### src/rtl/htu_pkg.sv
package htu_pkg;
  localparam int unsigned WORD_W = 32;
  localparam int unsigned TIME_W = 64;

  typedef logic [TIME_W-1:0] tval_t;
  typedef logic [WORD_W-1:0] word_t;

  typedef enum logic [1:0] {
    HIT_NONE = 2'd0,
    HIT_CMP  = 2'd1,
    HIT_TIME = 2'd2
  } hit_e;
endpackage

### src/rtl/htu_rst_sync.sv
module htu_rst_sync (
  input  logic clk,
  input  logic rst_n,
  output logic rst_n_sync
);
  logic [1:0] stage_q;

  always_ff @(posedge clk or negedge rst_n) begin
    if (!rst_n) stage_q <= 2'b00;
    else        stage_q <= {stage_q[0], 1'b1};
  end

  assign rst_n_sync = stage_q[1];
endmodule

### src/rtl/htu_time_ctr.sv
module htu_time_ctr
  import htu_pkg::*;
#(
  parameter tval_t RST_VAL = '0
) (
  input  logic  clk,
  input  logic  rst_n,
  input  logic  tick_en,
  output tval_t time_d,
  output tval_t time_q
);
  always_comb begin
    time_d = time_q;
    if (tick_en) time_d = time_q + tval_t'(1);
  end

  always_ff @(posedge clk or negedge rst_n) begin
    if (!rst_n)       time_q <= RST_VAL;
    else if (tick_en) time_q <= time_d;
  end

  // one step per enabled cycle, wrapping modulo 2^64
  a_r2_tick_step: assert property (@(posedge clk) disable iff (!rst_n)
    tick_en |=> time_q == $past(time_q) + tval_t'(1));

  // nothing but the enable moves the count
  a_r7_time_hold: assert property (@(posedge clk) disable iff (!rst_n)
    !tick_en |=> $stable(time_q));
endmodule

### src/rtl/htu_cmp_slot.sv
module htu_cmp_slot
  import htu_pkg::*;
(
  input  logic  clk,
  input  logic  rst_n,
  input  logic  wr_lo,
  input  logic  wr_hi,
  input  word_t wdata,
  input  tval_t time_d,
  input  tval_t time_q,
  output tval_t cmp_q,
  output logic  irq_q
);
  tval_t cmp_d;
  logic  cmp_en;
  logic  irq_d;

  always_comb begin
    cmp_d = cmp_q;
    if (wr_lo) cmp_d[31:0]  = wdata;
    if (wr_hi) cmp_d[63:32] = wdata;
    cmp_en = wr_lo | wr_hi;
    irq_d  = (time_d >= cmp_d);
  end

  always_ff @(posedge clk or negedge rst_n) begin
    if (!rst_n)      cmp_q <= '0;
    else if (cmp_en) cmp_q <= cmp_d;
  end

  // reset: compare zero, so any time value satisfies time >= compare
  always_ff @(posedge clk or negedge rst_n) begin
    if (!rst_n) irq_q <= 1'b1;
    else        irq_q <= irq_d;
  end

  a_r5_irq_level: assert property (@(posedge clk) disable iff (!rst_n)
    irq_q == (time_q >= cmp_q));

  a_r3_lo_keeps_hi: assert property (@(posedge clk) disable iff (!rst_n)
    (wr_lo && !wr_hi) |=> cmp_q[63:32] == $past(cmp_q[63:32]));

  a_r3_lo_loads: assert property (@(posedge clk) disable iff (!rst_n)
    wr_lo |=> cmp_q[31:0] == $past(wdata));

  a_r4_hi_keeps_lo: assert property (@(posedge clk) disable iff (!rst_n)
    (wr_hi && !wr_lo) |=> cmp_q[31:0] == $past(cmp_q[31:0]));

  a_r4_hi_loads: assert property (@(posedge clk) disable iff (!rst_n)
    wr_hi |=> cmp_q[63:32] == $past(wdata));
endmodule

### src/rtl/htu_regif.sv
module htu_regif
  import htu_pkg::*;
#(
  parameter int unsigned NUM_HARTS = 1,
  parameter int unsigned ADDR_W    = 16,
  parameter int unsigned CMP_BASE  = 32'h0000,
  parameter int unsigned TIME_BASE = 32'h7FF8
) (
  input  logic                 clk,
  input  logic                 rst_n,
  input  logic                 bus_req,
  input  logic                 bus_we,
  input  logic [ADDR_W-1:0]    bus_addr,
  input  tval_t                time_q,
  input  tval_t                cmp_q [NUM_HARTS],
  output logic [NUM_HARTS-1:0] wr_lo,
  output logic [NUM_HARTS-1:0] wr_hi,
  output word_t                rdata_q,
  output logic                 rvalid_q
);
  localparam int unsigned IDX_W = (NUM_HARTS > 1) ? $clog2(NUM_HARTS) : 1;
  localparam logic [ADDR_W-1:0] CMP_LO    = ADDR_W'(CMP_BASE);
  localparam logic [ADDR_W-1:0] CMP_END   = ADDR_W'(CMP_BASE + 8 * NUM_HARTS);
  localparam logic [ADDR_W-1:0] TIME_LO_A = ADDR_W'(TIME_BASE);
  localparam logic [ADDR_W-1:0] TIME_HI_A = ADDR_W'(TIME_BASE + 4);

  logic [ADDR_W-1:0] cmp_off;
  logic [IDX_W-1:0]  idx;
  logic              hi_word;
  hit_e              hit;
  tval_t             sel_cmp;
  word_t             rd_d;
  logic              rd_en;
  logic              wr_cmp;

  always_comb begin
    cmp_off = bus_addr - CMP_LO;
    idx     = IDX_W'(cmp_off >> 3);
    hi_word = bus_addr[2];
    hit     = HIT_NONE;
    if (bus_addr[1:0] == 2'b00 && bus_addr >= CMP_LO && bus_addr < CMP_END)
      hit = HIT_CMP;
    else if (bus_addr == TIME_LO_A || bus_addr == TIME_HI_A)
      hit = HIT_TIME;
  end

  always_comb begin
    sel_cmp = '0;
    for (int h = 0; h < NUM_HARTS; h++) begin
      if (idx == IDX_W'(h)) sel_cmp = cmp_q[h];
    end
  end

  always_comb begin
    case (hit)
      HIT_CMP:  rd_d = hi_word ? sel_cmp[63:32] : sel_cmp[31:0];
      HIT_TIME: rd_d = hi_word ? time_q[63:32]  : time_q[31:0];
      default:  rd_d = '0;
    endcase
    rd_en  = bus_req & ~bus_we;
    wr_cmp = bus_req & bus_we & (hit == HIT_CMP);
  end

  for (genvar h = 0; h < NUM_HARTS; h++) begin : g_wr
    assign wr_lo[h] = wr_cmp & (idx == IDX_W'(h)) & ~hi_word;
    assign wr_hi[h] = wr_cmp & (idx == IDX_W'(h)) &  hi_word;
  end

  always_ff @(posedge clk or negedge rst_n) begin
    if (!rst_n) begin
      rvalid_q <= 1'b0;
      rdata_q  <= '0;
    end else begin
      rvalid_q <= rd_en;
      if (rd_en) rdata_q <= rd_d;
    end
  end

  a_r8_unmapped_zero: assert property (@(posedge clk) disable iff (!rst_n)
    (rd_en && hit == HIT_NONE) |=> rdata_q == '0);

  a_r6_read_valid: assert property (@(posedge clk) disable iff (!rst_n)
    rd_en |=> rvalid_q);

  a_r6_write_no_valid: assert property (@(posedge clk) disable iff (!rst_n)
    (bus_req && bus_we) |=> !rvalid_q);

  a_r9_single_target: assert property (@(posedge clk) disable iff (!rst_n)
    $onehot0({wr_lo, wr_hi}));
endmodule

### src/rtl/hart_timer_unit.sv
module hart_timer_unit
  import htu_pkg::*;
#(
  parameter int unsigned NUM_HARTS = 1,
  parameter int unsigned ADDR_W    = 16,
  parameter int unsigned CMP_BASE  = 32'h0000,
  parameter int unsigned TIME_BASE = 32'h7FF8,
  parameter logic [63:0] TIME_RST  = 64'd0
) (
  input  logic                 clk,
  input  logic                 rst_n,
  input  logic                 tick_en,
  input  logic                 bus_req,
  input  logic                 bus_we,
  input  logic [ADDR_W-1:0]    bus_addr,
  input  logic [31:0]          bus_wdata,
  output logic [31:0]          bus_rdata,
  output logic                 bus_rvalid,
  output logic [NUM_HARTS-1:0] timer_irq
);
  logic                 rst_n_core;
  tval_t                time_d;
  tval_t                time_q;
  tval_t                cmp_all [NUM_HARTS];
  logic [NUM_HARTS-1:0] wr_lo;
  logic [NUM_HARTS-1:0] wr_hi;

  htu_rst_sync u_rst_sync (
    .clk        (clk),
    .rst_n      (rst_n),
    .rst_n_sync (rst_n_core)
  );

  htu_time_ctr #(.RST_VAL(TIME_RST)) u_time_ctr (
    .clk     (clk),
    .rst_n   (rst_n_core),
    .tick_en (tick_en),
    .time_d  (time_d),
    .time_q  (time_q)
  );

  htu_regif #(
    .NUM_HARTS (NUM_HARTS),
    .ADDR_W    (ADDR_W),
    .CMP_BASE  (CMP_BASE),
    .TIME_BASE (TIME_BASE)
  ) u_regif (
    .clk      (clk),
    .rst_n    (rst_n_core),
    .bus_req  (bus_req),
    .bus_we   (bus_we),
    .bus_addr (bus_addr),
    .time_q   (time_q),
    .cmp_q    (cmp_all),
    .wr_lo    (wr_lo),
    .wr_hi    (wr_hi),
    .rdata_q  (bus_rdata),
    .rvalid_q (bus_rvalid)
  );

  for (genvar h = 0; h < NUM_HARTS; h++) begin : g_slot
    htu_cmp_slot u_slot (
      .clk    (clk),
      .rst_n  (rst_n_core),
      .wr_lo  (wr_lo[h]),
      .wr_hi  (wr_hi[h]),
      .wdata  (bus_wdata),
      .time_d (time_d),
      .time_q (time_q),
      .cmp_q  (cmp_all[h]),
      .irq_q  (timer_irq[h])
    );
  end
endmodule

### config.mk
export PLATFORM = sky130hd
export DESIGN_NAME = hart_timer_unit
export DESIGN_NICKNAME = d
export VERILOG_FILES = /design/src/rtl/htu_pkg.sv /design/src/rtl/htu_rst_sync.sv /design/src/rtl/htu_time_ctr.sv /design/src/rtl/htu_cmp_slot.sv /design/src/rtl/htu_regif.sv /design/src/rtl/hart_timer_unit.sv
export SDC_FILE = /design/constraint.sdc
export NUM_CORES = 1
export LEC_CHECK = 0
export ABC_CLOCK_PERIOD_IN_PS = 4600
export BUFFER_PORTS_ARGS = -buffer_cell sky130_fd_sc_hd__buf_4
export CORE_ASPECT_RATIO = 0.9
export CORE_UTILIZATION = 56
export CTS_BUF_LIST = sky130_fd_sc_hd__clkbuf_2
export CTS_CLUSTER_DIAMETER = 60
export DETAILED_ROUTE_END_ITERATION = 16
export PLACE_DENSITY = 0.89
export SETUP_SLACK_MARGIN = 0.4
export SYNTH_ARGS = -nofsm -noshare
export SYNTH_HDL_FRONTEND = slang
export SYNTH_SLANG_ARGS = --single-unit
export TNS_END_PERCENT = 50
### constraint.sdc
create_clock -name clk -period 4.6 [get_ports clk]
set_clock_uncertainty 0.1 [all_clocks]
set_input_delay 0.23 -clock clk [delete_from_list [all_inputs] [get_ports clk]]
set_output_delay 0.23 -clock clk [all_outputs]
set_load 0.02 [all_outputs]
==> impl_metrics.xml <==
<?xml version="1.0" encoding="UTF-8"?>
<metrics>
  <group name="worst_setup_path">
    <metric name="timing.critical_path.arrival" unit="ns">4.43</metric>
    <metric name="crit_required" unit="ns">5.21</metric>
    <metric name="worst-path-max-fanout" unit="">6</metric>
    <metric name="end_kind" unit="">flop</metric>
    <metric name="worstSetupStartpointType" unit="">flop</metric>
    <metric name="setup_crit_path_kind" unit="">reg2reg</metric>
  </group>
  <group name="drt">
    <metric name="route.final.wire_length" unit="mm">23.5</metric>
    <metric name="detail_route.drc_violations" unit="">0</metric>
    <metric name="length_of_the_first_detailed_routing_pass_in_iterations" unit="">5</metric>
    <metric name="post_drt_via_cell_ratio" unit="">6.11</metric>
    <metric name="first_iter_violations" unit="">638</metric>
    <metric name="route.antenna.remaining_nets" unit="">0</metric>
    <metric name="post_drt_wl_per_cell" unit="um">19.2</metric>
    <metric name="dr_total_vias" unit="">7492</metric>
  </group>
  <group name="place">
    <metric name="place.detailed.hpwl" unit="mm">16.2</metric>
    <metric name="gp_congestion" unit="">0.870</metric>
    <metric name="numPortBuffers" unit="">86</metric>
    <metric name="placedInstanceArea" unit="um2">10500</metric>
  </group>
  <group name="timing">
    <metric name="hold_violations" unit="">0</metric>
    <metric name="finalWorstPathRequiredPeriod" unit="ns">3.82</metric>
    <metric name="relSlewSlack" unit="%">48.2</metric>
    <metric name="rsz0062_at_grt" unit="">no</metric>
    <metric name="finalSetupTns" unit="ns">0</metric>
    <metric name="maximum_frequency_from_static_timing_analysis" unit="GHz">0.262</metric>
    <metric name="finalSetupViolCount" unit="">0</metric>
    <metric name="min_period_over_period" unit="%">83.1</metric>
    <metric name="worst_pin_slew" unit="ns">0.777</metric>
    <metric name="finalMaxSlewViolations" unit="">0</metric>
  </group>
  <group name="die">
    <metric name="fp.dieH" unit="um">127</metric>
    <metric name="design.portCount" unit="">87</metric>
    <metric name="core_area" unit="um2">16900</metric>
    <metric name="initial_core_util" unit="%">57.3</metric>
    <metric name="rows" unit="">45</metric>
    <metric name="dieWidth" unit="um">141</metric>
    <metric name="die_area" unit="um2">17800</metric>
  </group>
  <group name="clock_network">
    <metric name="cts.path.max_buffers" unit="">2</metric>
    <metric name="numCtsBuffers" unit="">17</metric>
    <metric name="tritoncts" unit="">built</metric>
    <metric name="tritoncts_num_sinks" unit="">164</metric>
    <metric name="cts.reportedPaths.clkPinSlew" unit="ns">0.26</metric>
    <metric name="clock_latency" unit="ns">0.75</metric>
    <metric name="cts.htree.levels" unit="">4</metric>
    <metric name="cts-root-buf" unit="">sky130_fd_sc_hd__clkbuf_2</metric>
  </group>
  <group name="yosys">
    <metric name="synth_enable_flop_cells" unit="">0</metric>
    <metric name="net_count_synth" unit="">1015</metric>
    <metric name="synth-seq-area-share" unit="%">42.4</metric>
    <metric name="synth_cell_type_count" unit="">49</metric>
    <metric name="synth_async_sr_flop_share" unit="%">100</metric>
    <metric name="synth_seq_cells" unit="">164</metric>
    <metric name="syn_inst" unit="">897</metric>
    <metric name="postSynth.topFlopCell" unit="">sky130_fd_sc_hd__dfrtp_1</metric>
    <metric name="syn_avg_cell_area" unit="um2">10.8</metric>
    <metric name="post_synth_instance_area" unit="um2">9680</metric>
    <metric name="yosys_warnings" unit="">0</metric>
  </group>
  <group name="cells_and_area">
    <metric name="insertedDiodeCount" unit="">0</metric>
    <metric name="layout.cells.most_common" unit="">sky130_fd_sc_hd__dfrtp_1</metric>
    <metric name="post_route_cells_drive_above_1_share" unit="%">23.0</metric>
    <metric name="final_cell_mix" unit="">sky130_fd_sc_hd__dfrtp_1 (162), sky130_fd_sc_hd__buf_4 (96), sky130_fd_sc_hd__xnor2_1 (94)</metric>
    <metric name="nNetsFinal" unit="">1120</metric>
    <metric name="finish.utilization" unit="%">65.9</metric>
    <metric name="area_growth_syn_to_layout" unit="%">15.0</metric>
    <metric name="final_cell_area" unit="um2">11100</metric>
  </group>
  <group name="worst_hold_path">
    <metric name="worst_hold_path_type" unit="">in2reg</metric>
  </group>
  <group name="global_routing">
    <metric name="first_global_vias" unit="">7846</metric>
    <metric name="grtUsageTotal" unit="%">28.1</metric>
    <metric name="grt_max_degree" unit="">70</metric>
    <metric name="grt_pass1_wl" unit="mm">39.4</metric>
    <metric name="grt_overflow" unit="">0</metric>
    <metric name="grt_antenna_before_repair" unit="">0</metric>
  </group>
  <group name="run_status">
    <metric name="run_status" unit="">finished, final reports clean</metric>
  </group>
  <group name="pwr">
    <metric name="vdd_ir_drop_max" unit="uV">175</metric>
    <metric name="leakage" unit="uW">0.00540</metric>
    <metric name="power_density" unit="nW/um2">257</metric>
  </group>
  <group name="run">
    <metric name="drv.max_cap_violation_count" unit="">0</metric>
  </group>
</metrics>
[layout make-up]
class	count	area [um2]
Fill cell	1263	5760
Clock inverter	12	155
Timing Repair Buffer	135	1130
Clock buffer	20	100
Tap cell	211	264
Inverter	71	267
Multi-Input combinational cell	613	5100
Sequential cell	164	4110
[layer usage]
layer / part of all wire, % / track usage, % / vias to the layer above
met3: 6.0 / 6.23 / 48
li1: - / - / 3443
met4: 2.3 / 9.91 / 0
met2: 48 / 46.7 / 282
met5: 0 / 0 / -
met1: 44 / 36.5 / 3719
[worst max-delay path, cell delays in order, from the launching register on]
cell and delay, ns:
sky130_fd_sc_hd__dfrtp_1 0.53, sky130_fd_sc_hd__and4_1 0.42, sky130_fd_sc_hd__nand2_2 0.20, sky130_fd_sc_hd__nor3_1 0.45, sky130_fd_sc_hd__and3_1 0.35, sky130_fd_sc_hd__nand3_1 0.17, sky130_fd_sc_hd__xnor2_1 0.16, sky130_fd_sc_hd__ha_1 0.29
sky130_fd_sc_hd__nand4_1 0.13, sky130_fd_sc_hd__nor4_1 0.49, sky130_fd_sc_hd__a2bb2oi_1 0.13, sky130_fd_sc_hd__a211oi_1 0.20, sky130_fd_sc_hd__o21ai_0 0.10, sky130_fd_sc_hd__nand2_1 0.06
[cell usage after synthesis, types with 23 or more instances]
library cell | count | area (um2)
sky130_fd_sc_hd__clkbuf_1 | 26 | 97.6
sky130_fd_sc_hd__a21o_1 | 36 | 270
sky130_fd_sc_hd__a221oi_1 | 34 | 298
sky130_fd_sc_hd__dfrtp_1 | 163 | 4080
sky130_fd_sc_hd__a21oi_1 | 24 | 120
sky130_fd_sc_hd__xnor2_1 | 94 | 823
sky130_fd_sc_hd__inv_1 | 71 | 267
sky130_fd_sc_hd__xor2_1 | 31 | 272
sky130_fd_sc_hd__a211oi_1 | 28 | 210
sky130_fd_sc_hd__a22oi_1 | 28 | 210
sky130_fd_sc_hd__nand4_1 | 29 | 181
sky130_fd_sc_hd__ha_1 | 65 | 813
sky130_fd_sc_hd__nand3_1 | 25 | 125
sky130_fd_sc_hd__mux2_2 | 77 | 867
sky130_fd_sc_hd__nand2_1 | 38 | 143
sky130_fd_sc_hd__nor2_1 | 23 | 86.3
[final timing paths]
| kind | slack [ns] | to | start | cells after the start |
|---|---|---|---|---|
| min in group asynchronous | 0.20 | u_rst_sync.stage_q[1] | rst_n | 3 |
| worst min register to register | 0.24 | u_rst_sync.stage_q[1] | u_rst_sync.stage_q[0] | 0 |
| worst max register to register | 0.78 | g_slot[0].u_slot.irq_q | u_time_ctr.time_q[8] | 13 |
| worst max-delay path | 0.78 | g_slot[0].u_slot.irq_q | u_time_ctr.time_q[8] | 13 |
| max in group asynchronous | 3.03 | u_time_ctr.time_q[53] | u_rst_sync.stage_q[1] | 1 |
| worst min-delay path | 0.07 | g_slot[0].u_slot.cmp_q[6] | bus_req | 5 |
[per-stage QoR]
stage	hold WS [ns]	std cells	power (uW)	setup slack, ns
2_1_floorplan	-0.166	897	1860	1.45
3_3_place_gp	-0.0875	1155	2010	0.748
3_5_place_dp	-0.0858	1155	2030	0.660
4_1_cts	0.0346	1224	2880	0.621
5_1_grt	0.0232	1226	2990	0.436
6_report	0.0673	1226	2860	0.778
[cells by family after synthesis]
logic type	synth area share (%)
mux	8.96
xor+xnor	11.3
flops	42.4
other cells	0.0387
fa+ha+maj	8.40
simple gates	11.1
buf+inv	5.03
compound gates	12.8
[state kept, by name (all words and copies together), names as in the netlist]
| signal | flops |
|---|---|
| u_regif.rvalid_q | 1 |
| u_regif.rdata_q | 32 |
| u_rst_sync.stage_q | 2 |
| g_slot.u_slot.irq_q | 1 |
| u_time_ctr.time_q | 64 |
| g_slot.u_slot.cmp_q | 64 |
[where the power goes]
part           internal [uW]  switching [uW]
Clock                    309             522
Sequential              1500            73.6
Combinational            222             234
[timing repair]
action                                  4_1_cts  5_1_grt
endpoints found under the hold margin        71        0
resized for setup                             0        0
buffers inserted                              0        2
endpoints found under the setup margin        0        1
hold buffers                                 37        0
Note: power is estimated with default switching activity, not from simulation.
